==> src/rtl/smb_cfg_pkg.sv <==
package smb_cfg_pkg;
  typedef enum logic [2:0] {
    S_IDLE,
    S_ADDR,
    S_AACK,
    S_WDATA,
    S_WACK,
    S_RDATA,
    S_RACK
  } smb_state_e;
endpackage

==> src/rtl/smb_line_sync.sv <==
module smb_line_sync #(
  parameter int STAGES = 2
) (
  input  logic clk_i,
  input  logic rst_ni,
  input  logic scl_i,
  input  logic sda_i,
  output logic scl_o,
  output logic sda_o
);
  logic [STAGES-1:0] scl_ff, sda_ff;

  // idle bus is high, so reset to ones to avoid a false START
  always_ff @(posedge clk_i or negedge rst_ni) begin
    if (!rst_ni) begin
      scl_ff <= '1;
      sda_ff <= '1;
    end else begin
      scl_ff <= {scl_ff[STAGES-2:0], scl_i};
      sda_ff <= {sda_ff[STAGES-2:0], sda_i};
    end
  end

  assign scl_o = scl_ff[STAGES-1];
  assign sda_o = sda_ff[STAGES-1];
endmodule

==> src/rtl/smb_cond_det.sv <==
module smb_cond_det (
  input  logic clk_i,
  input  logic rst_ni,
  input  logic scl_s_i,
  input  logic sda_s_i,
  output logic scl_rise_o,
  output logic scl_fall_o,
  output logic start_o,
  output logic stop_o
);
  logic scl_q, sda_q;

  always_ff @(posedge clk_i or negedge rst_ni) begin
    if (!rst_ni) begin
      scl_q <= 1'b1;
      sda_q <= 1'b1;
    end else begin
      scl_q <= scl_s_i;
      sda_q <= sda_s_i;
    end
  end

  assign scl_rise_o = scl_s_i & ~scl_q;
  assign scl_fall_o = ~scl_s_i & scl_q;
  assign start_o    = scl_s_i & scl_q & sda_q & ~sda_s_i;
  assign stop_o     = scl_s_i & scl_q & ~sda_q & sda_s_i;
endmodule

==> src/rtl/smb_reg_bank.sv <==
module smb_reg_bank #(
  parameter int NREG = 7,
  parameter int DW = 8,
  parameter int IW = 3,
  parameter logic [NREG*DW-1:0] RST_VAL = '0
) (
  input  logic               clk_i,
  input  logic               rst_ni,
  input  logic               we_i,
  input  logic [IW-1:0]      idx_i,
  input  logic [DW-1:0]      wdata_i,
  output logic [NREG*DW-1:0] regs_o
);
  logic [DW-1:0] mem [NREG];

  always_ff @(posedge clk_i or negedge rst_ni) begin
    if (!rst_ni) begin
      for (int k = 0; k < NREG; k++) mem[k] <= RST_VAL[k*DW +: DW];
    end else if (we_i) begin
      for (int k = 0; k < NREG; k++)
        if (idx_i == IW'(k)) mem[k] <= wdata_i;
    end
  end

  for (genvar g = 0; g < NREG; g++) begin : g_out
    assign regs_o[g*DW +: DW] = mem[g];
  end
endmodule

==> src/rtl/smb_cfg_slave.sv <==
module smb_cfg_slave
  import smb_cfg_pkg::*;
#(
  parameter int NREG        = 7,
  parameter int DW          = 8,
  parameter int SYNC_STAGES = 2,
  parameter int SKIP_BYTES  = 2,
  parameter logic [DW-2:0] DEV_ADDR = 7'h69,
  parameter logic [DW-1:0] FILL_BYTE = 8'hFF,
  parameter logic [NREG*DW-1:0] RST_VAL = 56'h06EF_FFFF_FF0F_00
) (
  input  logic               clk_i,
  input  logic               rst_ni,
  input  logic               scl_i,
  input  logic               sda_i,
  output logic               sda_oe_o,
  output logic [NREG*DW-1:0] regs_o
);
  localparam int BCW = $clog2(DW + 1);
  localparam int IW  = $clog2(NREG + 1);
  localparam int CW  = $clog2(NREG + SKIP_BYTES + 1);
  localparam logic [BCW-1:0] BIT_LAST   = BCW'(DW);
  localparam logic [CW-1:0]  SKIP_C     = CW'(SKIP_BYTES);
  localparam logic [CW-1:0]  CNT_MAX    = CW'(NREG + SKIP_BYTES);
  localparam logic [IW-1:0]  RD_MAX     = IW'(NREG);
  localparam logic [DW-1:0]  COUNT_BYTE = DW'(NREG);

  logic scl_s, sda_s, scl_rise, scl_fall, start_det, stop_det;

  smb_line_sync #(.STAGES(SYNC_STAGES)) u_sync (
    .clk_i, .rst_ni, .scl_i, .sda_i, .scl_o(scl_s), .sda_o(sda_s)
  );

  smb_cond_det u_det (
    .clk_i, .rst_ni, .scl_s_i(scl_s), .sda_s_i(sda_s),
    .scl_rise_o(scl_rise), .scl_fall_o(scl_fall),
    .start_o(start_det), .stop_o(stop_det)
  );

  smb_cfg_pkg::smb_state_e state_q;
  logic [BCW-1:0] bit_cnt_q;
  logic [DW-1:0]  shift_q, tx_q, rd_byte;
  logic [CW-1:0]  byte_cnt_q, wsub;
  logic [IW-1:0]  rd_idx_q;
  logic           oe_q, rw_q, wr_en;

  assign wsub  = byte_cnt_q - SKIP_C;
  assign wr_en = (state_q == S_WDATA) && scl_fall && (bit_cnt_q == BIT_LAST) &&
                 (byte_cnt_q >= SKIP_C) && (byte_cnt_q < CNT_MAX);

  smb_reg_bank #(.NREG(NREG), .DW(DW), .IW(IW), .RST_VAL(RST_VAL)) u_bank (
    .clk_i, .rst_ni, .we_i(wr_en), .idx_i(wsub[IW-1:0]),
    .wdata_i(shift_q), .regs_o
  );

  always_comb begin
    rd_byte = FILL_BYTE;
    for (int k = 0; k < NREG; k++)
      if (rd_idx_q == IW'(k)) rd_byte = regs_o[k*DW +: DW];
  end

  always_ff @(posedge clk_i or negedge rst_ni) begin
    if (!rst_ni) begin
      state_q    <= S_IDLE;
      bit_cnt_q  <= '0;
      shift_q    <= '0;
      tx_q       <= '1;
      byte_cnt_q <= '0;
      rd_idx_q   <= '0;
      oe_q       <= 1'b0;
      rw_q       <= 1'b0;
    end else if (start_det) begin
      state_q   <= S_ADDR;
      bit_cnt_q <= '0;
      oe_q      <= 1'b0;
    end else if (stop_det) begin
      state_q <= S_IDLE;
      oe_q    <= 1'b0;
    end else begin
      unique case (state_q)
        S_IDLE: ;
        S_ADDR, S_WDATA: begin
          if (scl_rise) begin
            shift_q   <= {shift_q[DW-2:0], sda_s};
            bit_cnt_q <= bit_cnt_q + 1'b1;
          end else if (scl_fall && bit_cnt_q == BIT_LAST) begin
            if (state_q == S_WDATA) begin
              oe_q    <= 1'b1;
              state_q <= S_WACK;
              if (byte_cnt_q != CNT_MAX) byte_cnt_q <= byte_cnt_q + 1'b1;
            end else if (shift_q[DW-1:1] == DEV_ADDR) begin
              oe_q    <= 1'b1;
              rw_q    <= shift_q[0];
              state_q <= S_AACK;
            end else begin
              state_q <= S_IDLE;
            end
          end
        end
        S_AACK: begin
          if (scl_fall) begin
            bit_cnt_q  <= '0;
            byte_cnt_q <= '0;
            rd_idx_q   <= '0;
            if (rw_q) begin
              tx_q    <= COUNT_BYTE;
              oe_q    <= ~COUNT_BYTE[DW-1];
              state_q <= S_RDATA;
            end else begin
              oe_q    <= 1'b0;
              state_q <= S_WDATA;
            end
          end
        end
        S_WACK: begin
          if (scl_fall) begin
            oe_q      <= 1'b0;
            bit_cnt_q <= '0;
            state_q   <= S_WDATA;
          end
        end
        S_RDATA: begin
          if (scl_rise) begin
            bit_cnt_q <= bit_cnt_q + 1'b1;
          end else if (scl_fall) begin
            if (bit_cnt_q == BIT_LAST) begin
              oe_q    <= 1'b0;
              state_q <= S_RACK;
            end else begin
              oe_q <= ~tx_q[DW-2];
              tx_q <= {tx_q[DW-2:0], 1'b1};
            end
          end
        end
        S_RACK: begin
          if (scl_rise && sda_s) begin
            state_q <= S_IDLE;  // host NACK: stay off the bus until START
          end else if (scl_fall) begin
            tx_q      <= rd_byte;
            oe_q      <= ~rd_byte[DW-1];
            bit_cnt_q <= '0;
            state_q   <= S_RDATA;
            if (rd_idx_q != RD_MAX) rd_idx_q <= rd_idx_q + 1'b1;
          end
        end
        default: state_q <= S_IDLE;
      endcase
    end
  end

  assign sda_oe_o = oe_q;
endmodule

==> config.mk <==
export PLATFORM = sky130hd
export DESIGN_NAME = smb_cfg_slave
export DESIGN_NICKNAME = d
export VERILOG_FILES = /design/src/rtl/smb_cfg_pkg.sv /design/src/rtl/smb_line_sync.sv /design/src/rtl/smb_cond_det.sv /design/src/rtl/smb_reg_bank.sv /design/src/rtl/smb_cfg_slave.sv
export SDC_FILE = /design/constraint.sdc
export NUM_CORES = 1
export LEC_CHECK = 0
export ABC_AREA = 1
export BUFFER_PORTS_ARGS = -buffer_cell sky130_fd_sc_hd__buf_2
export CAP_MARGIN = 10
export CORE_ASPECT_RATIO = 0.7
export CORE_MARGIN = 1
export CORE_UTILIZATION = 58
export DETAILED_ROUTE_END_ITERATION = 7
export GPL_TIMING_DRIVEN = 0
export PLACE_DENSITY = 0.83
export SLEW_MARGIN = 20
export SYNTH_ARGS = -nofsm -noshare
export SYNTH_HDL_FRONTEND = slang
export SYNTH_SLANG_ARGS = --single-unit
export TNS_END_PERCENT = 10
==> constraint.sdc <==
create_clock -name clk_i -period 2.65 [get_ports clk_i]
set_input_delay 0.265 -clock clk_i [delete_from_list [all_inputs] [get_ports clk_i]]
set_output_delay 0.265 -clock clk_i [all_outputs]
set_load 0.1 [all_outputs]
# ---- After elaboration in Yosys (flattened, before gate mapping)
# Cells that the tools add are included.
dict set report op_classes {
  bitwise 17
  muxes 62
  magnitude_cmp 2
  shifts 0
  addsub 4
  mul 0
  div_mod_pow 0
  n_eq_ne 49
  reduce_logical 32
}
# cell count
set op_table {}
lappend op_table {{8-bit two-way mux} 7}
lappend op_table {{3-bit two-way mux} 17}
lappend op_table {{7-bit two-way mux} 7}
lappend op_table {{4-bit two-way mux} 10}
lappend op_table {{4-bit != test, second input constant} 10}
lappend op_table {{3-bit equality test, second input constant} 9}
lappend op_table {{2-bit != test, second input constant} 13}
lappend op_table {{7-bit case mux with 3 select lines} 1}
lappend op_table {{10-bit AND reduction} 2}
lappend op_table {{3-bit by 2-bit equality test with 1-bit output, second input constant} 6}
lappend op_table {{3-bit case mux with 6 select lines} 1}
lappend op_table {{1-bit two-way mux} 14}
lappend op_table {{2-bit AND reduction} 7}
lappend op_table {{7-bit AND reduction} 2}
lappend op_table {{4-bit case mux with 3 select lines} 1}
lappend op_table {{5-bit != test, second input constant} 2}
lappend op_table {{1-bit NOT} 10}
lappend op_table {{3-bit by 1-bit equality test with 1-bit output, second input constant} 3}
lappend op_table {{3-bit logical NOT} 3}
lappend op_table {{3-bit != test, second input constant} 3}
lappend op_table {{9-bit AND reduction} 1}
lappend op_table {{4-bit by 1-bit adder with 4-bit output, second input constant} 2}
lappend op_table {{4-bit case mux with 2 select lines} 1}
lappend op_table {{4-bit AND reduction} 2}
lappend op_table {{19 further kinds} 32}
dict set report totals {
  out_inout_bits 57
  mem_bits_ro 0
  n_memories 0
  inputBits 4
  ff_bits 93
  wordCells 185
  latch_bits 0
  ram_bits 0
}

# ---- Logic depth before layout (Yosys ltp)
# Gate-level depths: netlist (run 1).
dict set report logic_depth {
  word_depth 14
  depth_mapped 15
  ltp_nobuf 14
}

# ---- By module
# A second synthesis (run 1) with hierarchy kept.
dict set report hier_totals {
  cells_unflattened 692
  area_unflattened_um2 5153.7
}
# mod area_each_um2 cells_per_inst seq_area_each_um2 n_inst
set by_module_without_submodules {}
lappend by_module_without_submodules {smb_cfg_slave 2650.0 422 784.5 1}
lappend by_module_without_submodules {smb_reg_bank 2304.7 253 1447.6 1}
lappend by_module_without_submodules {smb_line_sync 105.1 4 105.1 1}
lappend by_module_without_submodules {smb_cond_det 93.8 13 52.6 1}

# ---- Least setup slack after synthesis (run 1)
# No wires, ideal clock.
dict set report synth_path {
  path_type {register to register}
  start {register rd_idx_q[2]}
  end {register oe_q, in the netlist sda_oe_o}
  t_arrival_ns 1.834
  setup_time_ns 0.120
  n_path_buf 2
  path_stages_with_launch 15
  path_slack_ns 0.696
  cell_sequence {dfrtp_1 > clkinv_1 > buf_2 > ha_1 > inv_1 > clkbuf_1 > nor2_1 > nor2_1 > nand2_1 > nand2_1 > nand2_1 > nand2_1 > nand2_1 > nand2_1 > nand2_1}
}
dict set report synth_between {
  elab_chain_len 14
  word_cells_on_any_way 20
}
# item line_no
set synth_rtl {}
lappend synth_rtl {{from (decl)} smb_cfg_slave.sv:44} ;# logic [IW-1:0] rd_idx_q;
lappend synth_rtl {{from (signal assigned)} smb_cfg_slave.sv:143} ;# if (rd_idx_q != RD_MAX) rd_idx_q <= rd_idx_q + 1'b1;
lappend synth_rtl {{3-bit logical NOT} smb_cfg_slave.sv:59} ;# if (rd_idx_q == IW'(k)) rd_byte = regs_o[k*DW +: DW];
lappend synth_rtl {{8-bit two-way mux (6 in a row)} smb_cfg_slave.sv:59}
lappend synth_rtl {{8-bit two-way mux *} smb_cfg_slave.sv:59}
lappend synth_rtl {{1-bit NOT *} smb_cfg_slave.sv:140} ;# oe_q <= ~rd_byte[DW-1];
lappend synth_rtl {{1-bit two-way mux *} smb_cfg_slave.sv:138} ;# end else if (scl_fall) begin
lappend synth_rtl {{1-bit two-way mux *} smb_cfg_slave.sv:136} ;# if (scl_rise && sda_s) begin
lappend synth_rtl {{1-bit case mux with 5 select lines *} smb_cfg_slave.sv:80} ;# unique case (state_q)
lappend synth_rtl {{1-bit two-way mux *} smb_cfg_slave.sv:76} ;# end else if (stop_det) begin
lappend synth_rtl {{1-bit two-way mux *} smb_cfg_slave.sv:72} ;# end else if (start_det) begin
lappend synth_rtl {{to (signal assigned)} smb_cfg_slave.sv:107} ;# oe_q <= ~COUNT_BYTE[DW-1];
lappend synth_rtl {{to (signal assigned)} smb_cfg_slave.sv:130} ;# oe_q <= ~tx_q[DW-2];
lappend synth_rtl {{to (signal assigned)} smb_cfg_slave.sv:140}
lappend synth_rtl {{to (decl)} smb_cfg_slave.sv:45} ;# logic oe_q, rw_q, wr_en;
# Mark *: on every way between the ends. The rest lies on a longest branch, timed or not. The select of a mux whose other input is x is not followed.
# A chain may end at the register's enable or synchronous reset.

# ---- Worst setup path after layout (run 1)
dict set report layout_path {
  start {register rd_idx_q[2]}
  end {register tx_q[6]}
}
dict set report layout_between {
  elab_chain_len 11
  word_cells_on_any_way 17
}
# item line_no
set layout_rtl {}
lappend layout_rtl {{3-bit logical NOT} smb_cfg_slave.sv:59}
lappend layout_rtl {{8-bit two-way mux (6 in a row)} smb_cfg_slave.sv:59}
lappend layout_rtl {{8-bit two-way mux *} smb_cfg_slave.sv:59}
lappend layout_rtl {{7-bit two-way mux *} smb_cfg_slave.sv:138}
lappend layout_rtl {{7-bit two-way mux *} smb_cfg_slave.sv:136}
lappend layout_rtl {{7-bit case mux with 3 select lines *} smb_cfg_slave.sv:80}
lappend layout_rtl {{to (signal assigned)} smb_cfg_slave.sv:131} ;# tx_q <= {tx_q[DW-2:0], 1'b1};
lappend layout_rtl {{to (signal assigned)} smb_cfg_slave.sv:139} ;# tx_q <= rd_byte;
lappend layout_rtl {{to (decl)} smb_cfg_slave.sv:42} ;# logic [DW-1:0] shift_q, tx_q, rd_byte;
# Marked as above.

==> out/qor.yml, run 1 <==
sta:
  fin_tns_setup_ns: 0
  timing.final.ws_setup_ns: 0.390
  max_freq_ghz: 0.443
  maxSlewHeadroom_pct: 63.3
  fin_crit_ns: 2.26
  finClkSkew_ns: 0.00456
  rsz0062_at_grt: "false"
  hold_viol_final: 0
  fin_crit_sh_pct: 85.3
  slew_violations: 0
  setup_viol: 0
  tightestPinTransition_ns: 0.549
cts:
  path_clk_slew_ns: 0.06
  cts_tree: "built"
  cts_sinks: 93
  clk_latency_ns: 0.34
  cts_buffer_depth: 2
  cts_made_buffers: 9
  cts_root_buf: "clkbuf_16"
  htreeDepth: 3
hold_path:
  hp-start: "scl_i"
  min_to: "u_sync.scl_ff[0]"
  holdPathStages: 1
  hp-class: "in -> reg"
grt:
  first_global_vias: 4124
  antenna_found_initial: 0
  grt_use_total_pct: 30.2
  grt_max_degree: 51
  grt_pass1_wl_mm: 20.5
  overflow: 0
placed_design:
  place_inst: 808
  post-place-ws_ns: 0.260
  numPortBuffers: 60
  globalplace.congestion: 0.924
  dp_hpwl_mm: 9.17
floorplan:
  die_y_um: 79.9
  start_util_pct: 62.0
  die_w_um: 113
  ioPinCount: 61
  num_rows: 27
  core_mm2: 0.00811
  die_area_mm2: 0.00904
flow_run:
  cap_violations: 0
route:
  drtIter0Drc: 496
  drtPass1Iterations: 5
  vias: 4499
  routed_wl_mm: 12.5
  ant_nets: 0
  wl_per_cell_um: 15.1
  routed_via_density: 5.45
  route.detailed.drc: 0
worst_setup_path:
  r2r-end: "tx_q[6]"
  arrival_ns: 2.53
  required_ns: 2.92
  cp-end-kind: "flip-flop"
  crit_path_start_kind: "flip-flop"
  rr_worst_depth: 13
  worst-setup-path-type: "reg -> reg"
  reg2reg_from: "rd_idx_q[2]"
  cp_max_fo: 16
  regToRegSetupSlack_ns: 0.39
layout:
  stdcell_count: 825
  fillers: 654
  antenna_cells: 0
  layout-drive-gt1-share_pct: 24.6
  layout.nets: 736
  layout-area-overhead-vs-synth_pct: 15.5
synthesis:
  synthCells: 646
  yosys-top-cells-area: "dfstp_2 26%, dfrtp_1 21%, nand2_1 15%"
  synth-seq-area-share_pct: 47.6
  synth_cell_type_count: 35
  synth_top_family_by_area: "simple AND/OR/NAND/NOR gates"
  yosys.area.top_type: "dfstp_2"
  yosys.area_share.simple_pct: 30.1
  synthFlopType: "dfstp_2"
  synth_top_area_share_pct: 26.2
  synthAdderAreaFrac_pct: 3.24
  yosys_warnings: 0
  synth-compound-area-share_pct: 11.2
  ys_top_cells_by_count: "202 x nand2_1, 66 x nor2_1, 63 x inv_1"
  synth_edf_count: 0
  syn_avg_cell_area_um2: 7.78
  synthesis.area_mm2: 0.00502
  muxShareOfSynthArea_pct: 0
  synthXorXnorAreaFrac_pct: 0.523
  synth_nets: 663
  synth-async-reset-ratio_pct: 100
  synth_most_common_cell: "nand2_1"
  ys_ff_latch: 93
power_and_ir_drop:
  p_clk_share_pct: 34.0
  switchingPower_mw: 1.32
  pwr-share-seq_pct: 42.8
  netSwitchingFraction_pct: 34.1
  comb_power_share_pct: 23.2
  total_leakage_power_nw: 2.94
  p_int_mw: 2.55
  ir_worst_vdd_uv: 587
  p_per_area_mw_per_mm2: 666
outcome:
  status: "completed"
-- registers in the layout (all words and copies together), names as in the netlist --
register       flops
u_sync.sda_ff      2
sda_oe_o           1
state_q            3
byte_cnt_q         4
rw_q               1
u_sync.scl_ff      2
u_det.sda_q        1
rd_idx_q           3
tx_q               7
u_det.scl_q        1
shift_q            8
u_bank.regs_o     56
bit_cnt_q          4
-- worst max-delay path, stage by stage, from the launching register on --
cell	delay, ns
dfrtp_1	0.46
clkinv_1	0.26
buf_2	0.26
ha_1	0.21
inv_1	0.34
nand2_1	0.10
inv_1	0.07
nand2_1	0.10
nand2_1	0.08
nand2_1	0.05
nand2_1	0.10
nand2_1	0.06
nand2_1	0.07
a21oi_1	0.06
-- layout make-up --
type                    count  area [um2]  area share (%)
multi-input cells         464        2260            39.0
flip-flops and latches     93        2390            41.2
plain buffers              17         100            1.73
inverters                  71         267            4.59
well taps                 101         126            2.18
repair buffers             63         350            6.04
clock inverters             3        43.8           0.755
clock buffers              13         260            4.49
-- worst max-delay path by stage --
stage          cells past startpoint   startpoint  slack, ns        to
2_1_floorplan                     14  rd_idx_q[2]       0.70  sda_oe_o
3_3_place_gp                      14  rd_idx_q[2]       0.35   tx_q[4]
3_5_place_dp                      14  rd_idx_q[2]       0.26   tx_q[3]
4_1_cts                           14  rd_idx_q[2]       0.24   tx_q[6]
5_1_grt                           13  rd_idx_q[2]       0.15   tx_q[3]
6_report                          13  rd_idx_q[2]       0.39   tx_q[6]
-- power groups by stage --
stage	Combinational [mW]	Clock, mW	Sequential [mW]
floorplan	0.570	0	1.71
global placement	0.850	0	1.67
detailed placement	0.887	0	1.67
CTS	0.893	1.32	1.65
global route	0.998	1.38	1.67
finish	0.897	1.31	1.65
-- cells by family (layout without fill, tap and decap cells) --
family | Yosys count | in the layout
AO/OA/AOI/OAI | 107 | 107
XOR/XNOR | 3 | 3
adder cells (fa/ha/maj) | 13 | 13
buffers and inverters | 89 | 167
flip-flops | 93 | 93
AND/OR/NAND/NOR | 341 | 341
-- stage by stage --
stage          area [um2]  hold slack (ns)  util, %  power, mW
6_report             5800           0.0170     71.5       3.86
5_1_grt              5800          0.00121     71.5       4.05
4_1_cts              5790           0.0119     71.5       3.86
3_5_place_dp         5480            0.292     67.6       2.56
3_3_place_gp         5450            0.345     67.2       2.52
2_1_floorplan        5020          -0.0306        -       2.28
-- layer usage --
metal | track usage [%] | routed length (um) | up-vias
li1 | - | - | 2200
met1 | 43.1 | 6010 | 2123
met2 | 45.8 | 5480 | 165
met3 | 8.28 | 849 | 11
met4 | 6.97 | 130 | 0
met5 | 0 | 0 | -
-- timing repair --
| action | 4_1_cts | 5_1_grt |
|---|---|---|
| resized for setup | 0 | 0 |
| hold endpoints to repair | 26 | 1 |
| setup endpoints to repair | 0 | 5 |
| hold buffers | 1 | 1 |
| setup buffers | 0 | 0 |
-- cell usage in the layout, fill, tap and decap left out, types with 9 or more instances in the layout --
| master | count |
|---|---|
| nand2_1 | 202 |
| nor2_1 | 66 |
| clkbuf_16 | 9 |
| o21ai_0 | 21 |
| inv_1 | 63 |
| nand3_1 | 32 |
| dfstp_2 | 50 |
| o21ai_1 | 60 |
| or2_2 | 9 |
| ha_1 | 13 |
| a21oi_1 | 19 |
| buf_2 | 67 |
| dfrtp_1 | 43 |
No activity file was read; power rests on OpenSTA's default activity.
==> inputs of run 2 (changes only) <==
--- a/config.mk
+++ b/config.mk
@@ -13,7 +13,8 @@
 export CORE_UTILIZATION = 58
 export DETAILED_ROUTE_END_ITERATION = 7
 export GPL_TIMING_DRIVEN = 0
-export PLACE_DENSITY = 0.83
+export MAX_ROUTING_LAYER = met4
+export PLACE_DENSITY_LB_ADDON = 0.05
 export SLEW_MARGIN = 20
 export SYNTH_ARGS = -nofsm -noshare
 export SYNTH_HDL_FRONTEND = slang
==> constraint.sdc (replaced) <==
create_clock -name clk_i -period 2.1 [get_ports clk_i]
set_input_delay 0.21 -clock clk_i [delete_from_list [all_inputs] [get_ports clk_i]]
set_output_delay 0.21 -clock clk_i [all_outputs]
set_load 0.1 [all_outputs]
==> out/qor.yml, run 2 (synthesis results as in run 1) <==
sta:
  setup_viol: 0
  max_freq_ghz: 0.502
  finClkSkew_ns: 0.00290
  rsz0062_at_grt: "true"
  timing.final.ws_setup_ns: 0.107
  slew_violations: 0
  fin_crit_ns: 1.99
  tightestPinTransition_ns: 0.558
  fin_crit_sh_pct: 94.9
  maxSlewHeadroom_pct: 62.8
  hold_viol_final: 0
layout:
  antenna_cells: 0
  seq_area_mm2: 0.00239
  layout.nets: 738
  fillers: 664
  final_common_cell: "nand2_1"
  stdcell_area_mm2: 0.00584
  multi_input_area_mm2: 0.00228
  largest_reg_flops: 56
  final_cell_mix: "202 x nand2_1, 67 x buf_2, 65 x nor2_1, 62 x inv_1, 60 x o21ai_1"
  layout-area-overhead-vs-synth_pct: 16.3
  layout-drive-gt1-share_pct: 26.2
outcome:
  status: "completed"
route:
  routed_wl_mm: 13.0
  wl_per_cell_um: 15.7
  drtPass1Iterations: 7
  ant_nets: 0
  routed_via_density: 5.56
  dr.max_layer_used: "met4"
  wl_met2_mm: 5.73
  vias: 4600
  drtIter0Drc: 382
  met3_length_mm: 1.05
  m1WireLength_mm: 6.00
  route.detailed.drc: 0
power_and_ir_drop:
  total_leakage_power_nw: 2.97
  ir_worst_vdd_uv: 790
  p_per_area_mw_per_mm2: 837
  p_total_mw: 4.89
worst_setup_path:
  arrival_ns: 2.21
  rr_worst_depth: 12
  cp_cell_sequence: "inv_1 > ha_1 > nand3_4 > nor2_4 > inv_2 > nor2_2 > nand3_2 > nor2_4 > nand2_4 > buf_6 > nand2_1 > o21ai_1"
  cpLargestDelayFamily: "simple AND/OR/NAND/NOR gates"
  r2r-end: "u_bank.regs_o[13]"
  required_ns: 2.31
  reg2reg_from: "bit_cnt_q[0]"
  crit_slowest_cell: "dfrtp_1"
  cp_max_fo: 10
  path_buf_inv: 3
  regToRegSetupSlack_ns: 0.11
  crit_path_max_incr_delay_ns: 0.40
  crit_path_start_kind: "flip-flop"
  cp-end-kind: "flip-flop"
  crit_top_cell: "nor2_4"
  worst-setup-path-type: "reg -> reg"
cts:
  clk_latency_ns: 0.34
  cts_sinks: 93
  cts_root_buf: "clkbuf_16"
  cts_made_buffers: 9
  cts_buffer_depth: 2
  path_clk_slew_ns: 0.06
  htreeDepth: 3
  cts_tree: "built"
hold_path:
  hp-class: "reg -> reg"
  holdPathStages: 0
  min_to: "u_sync.sda_ff[1]"
  hp-start: "u_sync.sda_ff[0]"
placed_design:
  placed_area_mm2: 0.00548
  dp_hpwl_mm: 9.45
  numPortBuffers: 60
  post-place-ws_ns: -0.268
  globalplace.congestion: 0.902
grt:
  antenna_found_initial: 0
  overflow: 0
  grt_pass1_wl_mm: 20.6
  grt_use_total_pct: 31.3
  grt_max_degree: 52
  first_global_vias: 4125
floorplan:
  num_rows: 27
  die_w_um: 113
  die_y_um: 79.9
  core_mm2: 0.00811
  ioPinCount: 61
  die_area_mm2: 0.00904
  start_util_pct: 62.0
flow_run:
  cap_violations: 0
run 2: cell count changes in the layout (fill, tap and decap cells not counted), sizes merged:
cell         change
clkbuf           -3
clkinv           +3
dlygate4sd3      +1
buf              +1
run 2: worst max-delay path by stage:
stage                   from                 to  cells past startpoint
5_1_grt        byte_cnt_q[1]  u_bank.regs_o[13]                     10
2_1_floorplan    rd_idx_q[2]           sda_oe_o                     14
3_5_place_dp     rd_idx_q[2]            tx_q[3]                     14
3_3_place_gp     rd_idx_q[2]            tx_q[3]                     14
6_report        bit_cnt_q[0]  u_bank.regs_o[13]                     12
4_1_cts          rd_idx_q[1]            tx_q[4]                     14
run 2: per-layer routing:
| metal | GRT usage (%) | up-vias |
|---|---|---|
| met5 | - | - |
| met4 | 8.29 | 0 |
| met3 | 9.11 | 24 |
| met2 | 45.6 | 196 |
| li1 | - | 2201 |
| met1 | 43.0 | 2179 |
run 2: final cells by class:
cell class | instances | share of cell area, %
plain buffers | 17 | 1.88
repair buffers | 65 | 6.29
flip-flops and latches | 93 | 40.9
multi-input cells | 464 | 39.0
clock buffers | 10 | 4.09
clock inverters | 6 | 1.05
well taps | 101 | 2.16
inverters | 71 | 4.58
run 2: what timing repair did:
action / CTS / global route
endpoints found under the setup margin: 8 / 62
buffers inserted: 0 / 1
gates resized for setup: 3 / 15
gates cloned: 0 / 0
endpoints found under the hold margin: 35 / 0
hold buffers: 3 / 0
run 2: where the power goes:
| part | switching, mW | total, mW | internal [mW] |
|---|---|---|---|
| Combinational | 0.868 | 1.15 | 0.281 |
| Clock | 0.700 | 1.65 | 0.953 |
| Sequential | 0.138 | 2.09 | 1.95 |
run 2: per-stage QoR:
step                      util, %  instances  setup TNS [ns]  hold WS [ns]
final                        72.1        827               0         0.357
after floorplan                 -        646               0       -0.0856
after detailed placement     67.6        808           -1.87         0.239
after global placement       67.2        807           -1.55         0.317
after CTS                    71.7        827               0         0.357
after global routing         72.1        827         -0.0372         0.358
